==> src/rtl/mcs_pkg.sv <==
`timescale 1ns/1ps
package mcs_pkg;
    localparam int L1W = 13;
    localparam int L2W = 19;
    localparam int SW  = L1W + L2W;
    localparam int KW  = 80;
    localparam int NSH = 3;
    localparam int KPR = 2;
    localparam int KTAP_A = 19;
    localparam int KTAP_B = 30;
    localparam int KTAP_C = 67;
    localparam int RCW = 8;
    localparam int RC_TAP_A = 6;
    localparam int RC_TAP_B = 4;
    localparam int RC_TAP_C = 2;

    typedef enum logic [1:0] {
        ST_IDLE = 2'd0,
        ST_RUN  = 2'd1,
        ST_FIN  = 2'd2
    } phase_t;

    typedef struct packed {
        logic [L1W-1:0] hi;
        logic [L2W-1:0] lo;
    } share_t;
endpackage

==> src/rtl/mcs_nl_share.sv <==
`timescale 1ns/1ps
module mcs_nl_share (
    input  logic ya_i,
    input  logic za_i,
    input  logic yb_i,
    input  logic zb_i,
    output logic t_o
);
    always_comb begin
        t_o = (ya_i & za_i) ^ (ya_i & zb_i) ^ (yb_i & za_i);
    end
endmodule

==> src/rtl/mcs_share_update.sv <==
`timescale 1ns/1ps
module mcs_share_update
    import mcs_pkg::*;
#(
    parameter bit KEYED = 1'b0
) (
    input  share_t sa_i,
    input  share_t sb_i,
    input  logic   ka_i,
    input  logic   kb_i,
    input  logic   ir_i,
    output logic   fa_o,
    output logic   fb_o
);
    logic t_u85, t_w1210, t_w83;
    logic kx_a, kx_b;
    logic unused_bits;

    assign unused_bits = ^{sa_i, sb_i};

    mcs_nl_share u_nl_u85 (
        .ya_i(sa_i.hi[8]), .za_i(sa_i.hi[5]),
        .yb_i(sb_i.hi[8]), .zb_i(sb_i.hi[5]),
        .t_o(t_u85)
    );
    mcs_nl_share u_nl_w1210 (
        .ya_i(sa_i.lo[12]), .za_i(sa_i.lo[10]),
        .yb_i(sb_i.lo[12]), .zb_i(sb_i.lo[10]),
        .t_o(t_w1210)
    );
    mcs_nl_share u_nl_w83 (
        .ya_i(sa_i.lo[8]), .za_i(sa_i.lo[3]),
        .yb_i(sb_i.lo[8]), .zb_i(sb_i.lo[3]),
        .t_o(t_w83)
    );

    generate
        if (KEYED) begin : g_key
            assign kx_a = ka_i;
            assign kx_b = kb_i;
        end else begin : g_nokey
            assign kx_a = 1'b0;
            assign kx_b = 1'b0;
        end
    endgenerate

    always_comb begin
        fa_o = sa_i.hi[12] ^ sa_i.hi[7] ^ (ir_i & sa_i.hi[3]) ^ t_u85 ^ kx_a;
        fb_o = sa_i.lo[18] ^ sa_i.lo[7] ^ t_w1210 ^ t_w83 ^ kx_b;
    end
endmodule

==> src/rtl/mcs_key_sched.sv <==
`timescale 1ns/1ps
module mcs_key_sched
    import mcs_pkg::*;
(
    input  logic          clk,
    input  logic          rst_n,
    input  logic          load_i,
    input  logic          step_i,
    input  logic [KW-1:0] key_i,
    output logic          ka_o,
    output logic          kb_o,
    output logic          ir_o
);
    logic [KW-1:0]  kr_q;
    logic [RCW-1:0] rc_q;
    logic [KPR-1:0] kfb;
    logic           rc_fb;

    generate
        for (genvar j = 0; j < KPR; j++) begin : g_kfb
            assign kfb[j] = kr_q[j] ^ kr_q[j+KTAP_A] ^ kr_q[j+KTAP_B] ^ kr_q[j+KTAP_C];
        end
    endgenerate

    assign rc_fb = rc_q[RCW-1] ^ rc_q[RC_TAP_A] ^ rc_q[RC_TAP_B] ^ rc_q[RC_TAP_C];

    always_ff @(posedge clk or negedge rst_n) begin
        if (!rst_n) begin
            kr_q <= '0;
            rc_q <= '1;
        end else if (load_i) begin
            kr_q <= key_i;
            rc_q <= '1;
        end else if (step_i) begin
            kr_q <= {kfb, kr_q[KW-1:KPR]};
            rc_q <= {rc_q[RCW-2:0], rc_fb};
        end
    end

    assign ka_o = kr_q[0];
    assign kb_o = kr_q[1];
    assign ir_o = rc_q[RCW-1];
endmodule

==> src/rtl/mcs_masked_core.sv <==
`timescale 1ns/1ps
module mcs_masked_core
    import mcs_pkg::*;
#(
    parameter int ROUNDS = 254
) (
    input  logic          clk,
    input  logic          rst_n,
    input  logic          start_i,
    input  logic [SW-1:0] pt0_i,
    input  logic [SW-1:0] pt1_i,
    input  logic [SW-1:0] pt2_i,
    input  logic [KW-1:0] key_i,
    output logic [SW-1:0] ct0_o,
    output logic [SW-1:0] ct1_o,
    output logic [SW-1:0] ct2_o,
    output logic          done_o
);
    localparam int RW = (ROUNDS > 1) ? $clog2(ROUNDS) : 1;
    localparam logic [RW-1:0] LAST = RW'(ROUNDS - 1);

    phase_t        st_q, st_d;
    logic [RW-1:0] rnd_q;
    logic          load, step;
    logic          ka, kb, ir;
    share_t        sh_q  [NSH];
    share_t        pt_sh [NSH];
    logic          fa    [NSH];
    logic          fb    [NSH];

    assign pt_sh[0] = pt0_i;
    assign pt_sh[1] = pt1_i;
    assign pt_sh[2] = pt2_i;

    // state register
    always_ff @(posedge clk or negedge rst_n) begin
        if (!rst_n) st_q <= ST_IDLE;
        else        st_q <= st_d;
    end

    // transitions
    always_comb begin
        st_d = st_q;
        unique case (st_q)
            ST_IDLE: if (start_i) st_d = ST_RUN;
            ST_RUN:  if (rnd_q == LAST) st_d = ST_FIN;
            ST_FIN:  st_d = ST_IDLE;
            default: st_d = ST_IDLE;
        endcase
    end

    // outputs of the controller
    always_comb begin
        load   = (st_q == ST_IDLE) && start_i;
        step   = (st_q == ST_RUN);
        done_o = (st_q == ST_FIN);
    end

    always_ff @(posedge clk or negedge rst_n) begin
        if (!rst_n)    rnd_q <= '0;
        else if (load) rnd_q <= '0;
        else if (step) rnd_q <= rnd_q + 1'b1;
    end

    mcs_key_sched u_ks (
        .clk(clk), .rst_n(rst_n), .load_i(load), .step_i(step),
        .key_i(key_i), .ka_o(ka), .kb_o(kb), .ir_o(ir)
    );

    generate
        for (genvar g = 0; g < NSH; g++) begin : g_share
            mcs_share_update #(.KEYED(g == 0)) u_upd (
                .sa_i(sh_q[(g+1) % NSH]),
                .sb_i(sh_q[(g+2) % NSH]),
                .ka_i(ka), .kb_i(kb), .ir_i(ir),
                .fa_o(fa[g]), .fb_o(fb[g])
            );

            always_ff @(posedge clk or negedge rst_n) begin
                if (!rst_n) begin
                    sh_q[g] <= '0;
                end else if (load) begin
                    sh_q[g] <= pt_sh[g];
                end else if (step) begin
                    sh_q[g].hi <= {sh_q[g].hi[L1W-2:0], fb[g]};
                    sh_q[g].lo <= {sh_q[g].lo[L2W-2:0], fa[g]};
                end
            end
        end
    endgenerate

    assign ct0_o = sh_q[0];
    assign ct1_o = sh_q[1];
    assign ct2_o = sh_q[2];
endmodule

==> config.mk <==
export PLATFORM = sky130hd
export DESIGN_NAME = mcs_masked_core
export DESIGN_NICKNAME = d
export VERILOG_FILES = /design/src/rtl/mcs_pkg.sv /design/src/rtl/mcs_nl_share.sv /design/src/rtl/mcs_share_update.sv /design/src/rtl/mcs_key_sched.sv /design/src/rtl/mcs_masked_core.sv
export SDC_FILE = /design/constraint.sdc
export NUM_CORES = 1
export LEC_CHECK = 0
export BUFFER_PORTS_ARGS = -buffer_cell sky130_fd_sc_hd__buf_2
export CORE_UTILIZATION = 52
export DETAILED_ROUTE_END_ITERATION = 16
export GPL_ROUTABILITY_DRIVEN = 0
export PLACE_DENSITY = 0.89
export SYNTH_ARGS = -nofsm -noshare
export SYNTH_HDL_FRONTEND = slang
export SYNTH_SLANG_ARGS = --single-unit
==> constraint.sdc <==
create_clock -name clk -period 2 [get_ports clk]
set_input_delay 0.6 -clock clk [delete_from_list [all_inputs] [get_ports clk]]
set_output_delay 0.6 -clock clk [all_outputs]
set_load 0.005 [all_outputs]
# Word-level counts from Yosys, hierarchy flattened
# Index checks and enable logic that the tools add are counted.
op_classes:
  n_addsub: 1
  eq_ne: 5
  n_mux: 15
  bitwise: 77
  reduce_logical: 4
op_table:
  columns: ["op", "n"]
  rows:
  - ["$mux W32", 6]
  - ["$mux W80", 2]
  - ["$xor A1 B1 Y1", 47]
  - ["$mux W8", 4]
  - ["$and A1 B1 Y1", 30]
  - ["$add A8 B1 Y8 const B", 1]
  - ["$eq A8 B8 Y1 const B", 1]
  - ["$mux W2", 2]
  - ["$pmux W2 S2", 1]
  - ["$eq A2 B1 Y1 const B", 1]
  - ["$eq A2 B2 Y1 const B", 1]
  - ["$logic_not A2 Y1", 1]
  - ["$ne A2 B1 Y1 const B", 1]
  - ["$ne A2 B2 Y1 const B", 1]
  - ["$reduce_and A2 Y1", 1]
  - ["$reduce_bool A2 Y1", 1]
  - ["$logic_and A1 B1 Y1", 1]
totals:
  reg_bits: 194
  in_bits: 179
  out_inout_bits: 97
  word_cells: 112

# Depth between registers and ports, before layout
# Gate-level depths: netlist of the first run.
depth:
  ltp_word: 8
  ltp_mapped: 7
  ltp_nobuf: 5

# Cells and area by module
# From an unflattened synthesis of the first run, not the netlist that was laid out.
hier_totals:
  hier_cells: 930
  hier_area_um2: 9525.4
modules_own_cells:
  columns: ["module", "instances", "cells_each", "area_per_inst_um2", "seq_area_each_um2"]
  rows:
  - ["mcs_masked_core", 1, 492, 4895.9, 2652.5]
  - ["mcs_key_sched", 1, 383, 4141.5, 2212.1]
  - ["mcs_nl_share", 9, 4, 31.3, 0.0]
  - ["mcs_share_update (g_share[1].u_upd ...)", 2, 6, 61.3, 0.0]
  - ["mcs_share_update (g_share[0].u_upd)", 1, 7, 83.8, 0.0]

# Least setup slack after synthesis of the first run
# No wires, ideal clock.
synth_timing:
  path_kind: "reg2out"
  start: "reg st_q[1]"
  end: "out done_o"
  arrival_time_ps: 1158
  required_time_ps: 1400
  path_slack_ps: 242
  path_stages_with_launch: 5
  n_path_buf: 3
  cell_sequence: "dfrtp_1 buf_2 buf_2 clkbuf_1 nor2b_1"
synth_between:
  elab_chain_cells: 1
synth_rtl:
  columns: ["item", "line_no", "source"]
  rows:
  - ["from (decl)", "mcs_masked_core.sv:22", "phase_t st_q, st_d;"]
  - ["from (signal assigned)", "mcs_masked_core.sv:38", "else st_q <= st_d;"]
  - ["$eq A2 B2 Y1", "mcs_masked_core.sv:56", "done_o = (st_q == ST_FIN);"]
  - ["to (decl)", "mcs_masked_core.sv:17", "output logic done_o"]
# Every way passes these cells.

# Worst setup path after layout of the first run
# Ends and elaborated chain as after synthesis.

==> run summary, run 1 <==
=====================================================================================
1st-pass router iterations                                                          6
Aggregate global-route resource usage                                           29.4%
Placed Cells                                                                     1419
Fraction of registers with async set or reset after synthesis                    100%
FP Rows                                                                            48
Wire length of the first global-routing pass                                  42.0 mm
Starting density of the core                                                    53.7%
Clock tree from TritonCTS                                                       built
Count of flip-flops with a built-in enable after synthesis                          0
Total number of yosys warnings                                                      0
Class of the tightest hold or removal check                               in -> async
R2R cell count                                                                      5
Startpoint of the most critical setup path                                    st_q[1]
Per-instance average area after synthesis                                  9.42 sq um
Tightest Pin Transition                                                      0.640 ns
DIE HEIGHT                                                                     136 um
Number of maximum-capacitance constraint violations                                 0
CTS H-Tree Depth                                                                    4
Largest net degree at the start of global routing                                  97
Worst IR Drop VDD                                                              805 uV
Total of buffers placed on input and output ports                                 275
Cell area after technology mapping                                       0.00938 sq mm
Horizontal die dimension                                                       136 um
Final cycle utilization of the critical path                                    94.1%
Core outline area                                                        0.0175 sq mm
Worst Path Max Fanout                                                              13
Max-slew headroom                                                               57.3%
Area of the die                                                          0.0186 sq mm
Total number of clock tree sinks                                                  194
Sequential area share after synthesis                                           51.9%
Sequential Area                                                          0.00487 sq mm
Result of the run                                                           completed
Adder-cell share of the synthesized area                                       0.267%
Sum of routed wire length over all layers                                     27.1 mm
Critical path endpoint category                                           output port
Insertion delay of the later-clocked pin in the worst-skew pair               0.42 ns
Proportion of synthesized area in mux cells                                    0.627%
CTS clk-pin slew, worst paths                                                 0.07 ns
DRC viols                                                                           0
Post-Syn Instances                                                                995
Remaining global-route overflow                                                     0
Main combinational cell family by area after synthesis                   compound AO/OA/AOI/OAI gates
Area fraction in compound gates after synthesis                                 26.9%
Top flip-flop cell by instance count after synthesis                     sky130_fd_sc_hd__dfrtp_1
Post-layout minimum cycle time                                                1.88 ns
Buffer depth of the longest clock path                                              2
Vias                                                                             8763
HPWL after detailed placement                                                 18.8 mm
Cell area power density                                                  1470 mW/mm^2
Total leakage power                                                           5.08 nW
Number of inserted filler cells in the final layout                              1404
Post-route antenna net violation count                                              0
Area Overhead vs Synth                                                          22.3%
Required time at the endpoint of the critical path                            1.40 ns
Average wire per standard cell                                                18.6 um
Launching point of the worst reg2reg path                                    ct0_o[8]
Commonest non-fill, non-tap cells in the layout                          sky130_fd_sc_hd__buf_2 (274), sky130_fd_sc_hd__dfrtp_1 (184), sky130_fd_sc_hd__o21ai_1 (177), sky130_fd_sc_hd__a22oi_1 (166), sky130_fd_sc_hd__nand2_1 (155)
Number of I/O pins                                                                276
Worst path arrival time                                                       1.28 ns
Fraction of final layout cells sized beyond drive strength 1                    29.1%
Root buffer cell                                                         sky130_fd_sc_hd__clkbuf_16
Number of endpoints with negative hold slack in the final report                    0
TritonCTS Buffers                                                                  17
Total Power                                                                   16.8 mW
Net Count, Synth                                                                 1176
Total of flip-flops plus latches after synthesis                                  194
FMAX                                                                          531 MHz
Setup-failing EPs final                                                             0
Multi-input logic area                                                   0.00403 sq mm
Setup repair after global routing missed its margin                                no
Worst clock skew                                                           0.00822 ns
Post-route non-filler standard cell count                                        1455
Element type at the critical path start                                     flip-flop
Layout net count                                                                 1395
Post-synthesis share of cell area spent on xor and xnor gates                   2.80%
Vias in the first global route                                                   8102
Setup total negative slack                                                       0 ns
Number of antenna violations at the first check in global routing                   6
Hold buffer count at cts                                                            0
Simple logic cell fraction of the synthesized area                              12.1%
Crit Path Category                                                         reg -> out
Max-slew violation count                                                            0
Most common cell after layout, fill and taps aside                       sky130_fd_sc_hd__buf_2
Distinct cell type count after synthesis                                           47
Count of routing violations after the opening detailed-route iteration            686
Via count normalized by instance count                                           6.02
=====================================================================================
layout make-up:
type | instances | area share [%]
diodes | 3 | 0.0654
inverters | 7 | 0.229
multi-input cells | 689 | 35.1
repair buffers | 305 | 14.9
clock inverters | 13 | 0.927
flip-flops and latches | 194 | 42.5
clock buffers | 19 | 3.86
well taps | 225 | 2.45
cell families (layout without fill, tap and decap cells):
group                      count (synthesis)  count (layout)
and+or+nand+nor                          243             243
AOI/OAI and AO/OA                        409             409
muxes                                      5               5
xor gates and xnor gates                  30              30
DFF                                      194             194
buffers and inverters                    112             344
other                                      0               3
adders and majority gates                  2               2
power breakdown:
part           leakage [nW]  switching, mW  internal, mW
combinational          2.56           2.60          3.21
clock                 0.256           1.56          1.65
sequential             2.27           1.91          5.90
cell usage after synthesis, types with 8 or more instances:
| cell | instances | share of area [%] |
|---|---|---|
| sky130_fd_sc_hd__dfrtp_1 | 186 | 50 |
| sky130_fd_sc_hd__o21ai_1 | 177 | 9.4 |
| sky130_fd_sc_hd__a22oi_1 | 166 | 13 |
| sky130_fd_sc_hd__nand2_1 | 155 | 6.2 |
| sky130_fd_sc_hd__clkbuf_1 | 66 | 2.6 |
| sky130_fd_sc_hd__a21oi_1 | 41 | 2.2 |
| sky130_fd_sc_hd__nor2b_1 | 31 | 2.1 |
| sky130_fd_sc_hd__xnor2_1 | 24 | 2.2 |
| sky130_fd_sc_hd__buf_4 | 18 | 1.4 |
| sky130_fd_sc_hd__nor2_1 | 14 | 0.56 |
| sky130_fd_sc_hd__buf_2 | 12 | 0.64 |
| sky130_fd_sc_hd__and3b_1 | 11 | 1.0 |
| sky130_fd_sc_hd__buf_1 | 9 | 0.36 |
| sky130_fd_sc_hd__dfstp_2 | 8 | 2.2 |
metal layers:
layer	up-vias	routed length [um]	track usage, %
li1	4012	-	-
met1	4275	10800	37.3
met2	411	13200	47.9
met3	59	2290	7.76
met4	6	830	11.3
met5	-	40	0
stage by stage:
step                      utilization (%)  worst slack (ns)  instance area [sq um]  hold slack, ns
after floorplan                         -             0.242                   9380           0.304
after global placement               62.4             0.259                  10900           0.455
after detailed placement             62.4             0.234                  10900           0.471
after CTS                            65.6            0.0353                  11500          0.0627
after global routing                 65.6            0.0324                  11500          0.0687
final                                65.6             0.118                  11500          0.0694
final timing paths:
kind | to | slack (ns)
worst max-delay path | done_o | 0.12
max in group asynchronous | u_ks.rc_q[7] | 1.27
worst min-delay path | u_ks.kr_q[36] | 0.07
worst min register to register | u_ks.rc_q[5] | 0.48
worst max register to register | ct1_o[19] | 0.30
min in group clk | ct2_o[0] | 0.42
registers in the layout, summed over array words and instances (netlist names):
name and count:
u_ks.kr_q 80, ct0_o 32, ct1_o 32, ct2_o 32
rnd_q 8, u_ks.rc_q 8, st_q 2
repair_timing:
item	in CTS	in global routing
gates resized for setup	0	0
setup buffers	0	1
hold endpoints to repair	0	0
endpoints found under the setup margin	0	1
worst max-delay path, cell delays in order, from the launching register on:
cell	delay, ns
sky130_fd_sc_hd__dfrtp_4	0.56
sky130_fd_sc_hd__nor2b_1	0.17
sky130_fd_sc_hd__buf_2	0.14
(Power assumes the default switching activity.)
==> run 2, diff against run 1 <==
CTS_BUF_LIST = sky130_fd_sc_hd__clkbuf_16   (was default)
==> run summary, run 2 (synthesis gave the netlist of run 1 again) <==
=====================================================================================
DRC viols                                                                           0   unchanged
Number of I/O pins                                                                276   unchanged
Buffering stage count on the worst path with inverters included                     1   unchanged
TritonCTS Buffers                                                                  17   unchanged
Horizontal die dimension                                                       136 um   unchanged
Post-route antenna net violation count                                              0   unchanged
Hold buffer count at cts                                                            0   unchanged
Root buffer cell                                                         sky130_fd_sc_hd__clkbuf_16   unchanged
Number of maximum-capacitance constraint violations                                 0   unchanged
Post-layout minimum cycle time                                                1.88 ns   about the same
Tightest Pin Transition                                                      0.648 ns   was 0.640 ns
Cell area power density                                                  1460 mW/mm^2   was 1470 mW/mm^2
Vias in the first global route                                                   8099   was 8102
Insertion delay of the later-clocked pin in the worst-skew pair               0.43 ns   was 0.42 ns
Core outline area                                                        0.0175 sq mm   unchanged
Commonest non-fill, non-tap cells in the layout                          sky130_fd_sc_hd__buf_2 (274), sky130_fd_sc_hd__dfrtp_1 (184), sky130_fd_sc_hd__o21ai_1 (177), sky130_fd_sc_hd__a22oi_1 (166), sky130_fd_sc_hd__nand2_1 (155)   unchanged
FMAX                                                                          532 MHz   was 531 MHz
Aggregate global-route resource usage                                           29.4%   unchanged
Worst clock skew                                                            0.0153 ns   was 0.00822 ns
1st-pass router iterations                                                          5   was 6
DIE HEIGHT                                                                     136 um   unchanged
Sum of routed wire length over all layers                                     27.2 mm   was 27.1 mm
Fraction of final layout cells sized beyond drive strength 1                    29.0%   was 29.1%
Wire length of the first global-routing pass                                  42.0 mm   about the same
Layout net count                                                                 1395   unchanged
Average wire per standard cell                                                18.7 um   was 18.6 um
Worst Path Max Fanout                                                              13   unchanged
Remaining global-route overflow                                                     0   unchanged
Largest net degree at the start of global routing                                  97   unchanged
Crit Path Category                                                         reg -> out   unchanged
CTS H-Tree Depth                                                                    4   unchanged
Worst path arrival time                                                       1.28 ns   about the same
Result of the run                                                           completed   unchanged
Slowest stage cell on the critical path                                  sky130_fd_sc_hd__dfrtp_4   unchanged
Count of routing violations after the opening detailed-route iteration            726   was 686
Total of buffers placed on input and output ports                                 275   unchanged
Setup total negative slack                                                       0 ns   unchanged
Setup-failing EPs final                                                             0   unchanged
Critical path endpoint category                                           output port   unchanged
Setup repair after global routing missed its margin                                no   unchanged
Area of the die                                                          0.0186 sq mm   unchanged
Max-slew violation count                                                            0   unchanged
Delay contributed by the slowest stage of the critical path                   0.56 ns   about the same
Via count normalized by instance count                                           6.03   was 6.02
Total number of clock tree sinks                                                  194   unchanged
Placed cell areas                                                        0.0109 sq mm   unchanged
Max-slew headroom                                                               56.8%   was 57.3%
Area Overhead vs Synth                                                          22.2%   was 22.3%
Worst IR Drop VDD                                                              796 uV   was 805 uV
CTS clk-pin slew, worst paths                                                 0.07 ns   about the same
Element type at the critical path start                                     flip-flop   unchanged
HPWL after detailed placement                                                 18.8 mm   unchanged
Number of inserted filler cells in the final layout                              1406   was 1404
Class of the tightest hold or removal check                               in -> async   unchanged
# resized after CTS                                                                 0   unchanged
Number of antenna violations at the first check in global routing                   6   unchanged
Most flops, register                                                        u_ks.kr_q   unchanged
Cell breakdown of the critical path                                      nor2b_1 -> buf_2   unchanged
Clock tree from TritonCTS                                                       built   unchanged
FP Rows                                                                            48   unchanged
Final instance area                                                      0.0115 sq mm   about the same
Vias                                                                             8778   was 8763
Final cycle utilization of the critical path                                    94.1%   about the same
Number of endpoints with negative hold slack in the final report                    0   unchanged
Cell family with the largest share of critical-path delay                  flip-flops   unchanged
Required time at the endpoint of the critical path                            1.40 ns   about the same
Buffer depth of the longest clock path                                              2   unchanged
Flip-flop count of the largest register, all copies and words added                80   unchanged
Most common cell after layout, fill and taps aside                       sky130_fd_sc_hd__buf_2   unchanged
Total leakage power                                                           5.08 nW   about the same
Starting density of the core                                                    53.7%   unchanged
=====================================================================================
-- run 2: cell types whose count changed in the layout (fill, tap and decap cells not counted), sizes merged --
cell / previous run / this run
clkinv: 5 / 6
clkbuf: 20 / 18
inv: 10 / 11
-- run 2: worst register-to-register path: cells and delay by family (launching register included) --
kind | cells | cell delay (ns)
simple gates | 2 | 0.39
flops | 1 | 0.44
compound gates | 2 | 0.67
xor+xnor | 1 | 0.15
-- run 2: timing repair --
action                                  4_1_cts  5_1_grt
endpoints found under the setup margin        0        1
setup buffers                                 0        1
hold endpoints to repair                      0        0
-- run 2: worst paths after layout --
path                                  to  depth (start not counted)  slack, ns      from
max                               done_o                          2       0.12   st_q[1]
max reg2reg                    ct1_o[19]                          5       0.30  ct0_o[8]
min reg2reg                     rnd_q[6]                          1       0.48  rnd_q[6]
min                        u_ks.kr_q[36]                          1       0.07     rst_n
max in group asynchronous   u_ks.rc_q[1]                          2       1.27     rst_n
min in group clk                ct2_o[0]                          3       0.41  pt2_i[0]
-- run 2: layout make-up --
cell class,instances,area (sq um),area share (%)
multi-input combinational,689,4030,35.1
timing repair buffer,305,1710,14.9
tap,225,282,2.46
sequential,194,4870,42.5
antenna,3,7.51,0.0655
inverter,7,26.3,0.229
clock buffer,17,425,3.71
clock inverter,15,114,0.993
-- run 2: layer usage --
metal	vias to the layer above	GRT usage, %	routed length (um)
met5	-	0	40
met4	6	11.4	784
met3	59	7.61	2080
met2	394	47.8	13300
met1	4311	37.4	11000
li1	4008	-	-
-- run 2: metrics by stage --
step / std cells / worst slack (ns) / total power, mW / utilization, % / hold slack (ns)
2_1_floorplan: 995 / 0.242 / 11.2 / - / 0.304
3_3_place_gp: 1419 / 0.259 / 13.3 / 62.4 / 0.455
3_5_place_dp: 1419 / 0.234 / 13.6 / 62.4 / 0.471
4_1_cts: 1451 / 0.0353 / 16.8 / 65.5 / 0.0627
5_1_grt: 1453 / 0.0326 / 17.9 / 65.6 / 0.0687
6_report: 1455 / 0.119 / 16.8 / 65.6 / 0.0705
-- run 2: power breakdown --
part	total [mW]	internal [mW]	switching, mW
Sequential	7.80	5.90	1.91
Clock	3.16	1.60	1.55
Combinational	5.81	3.21	2.60
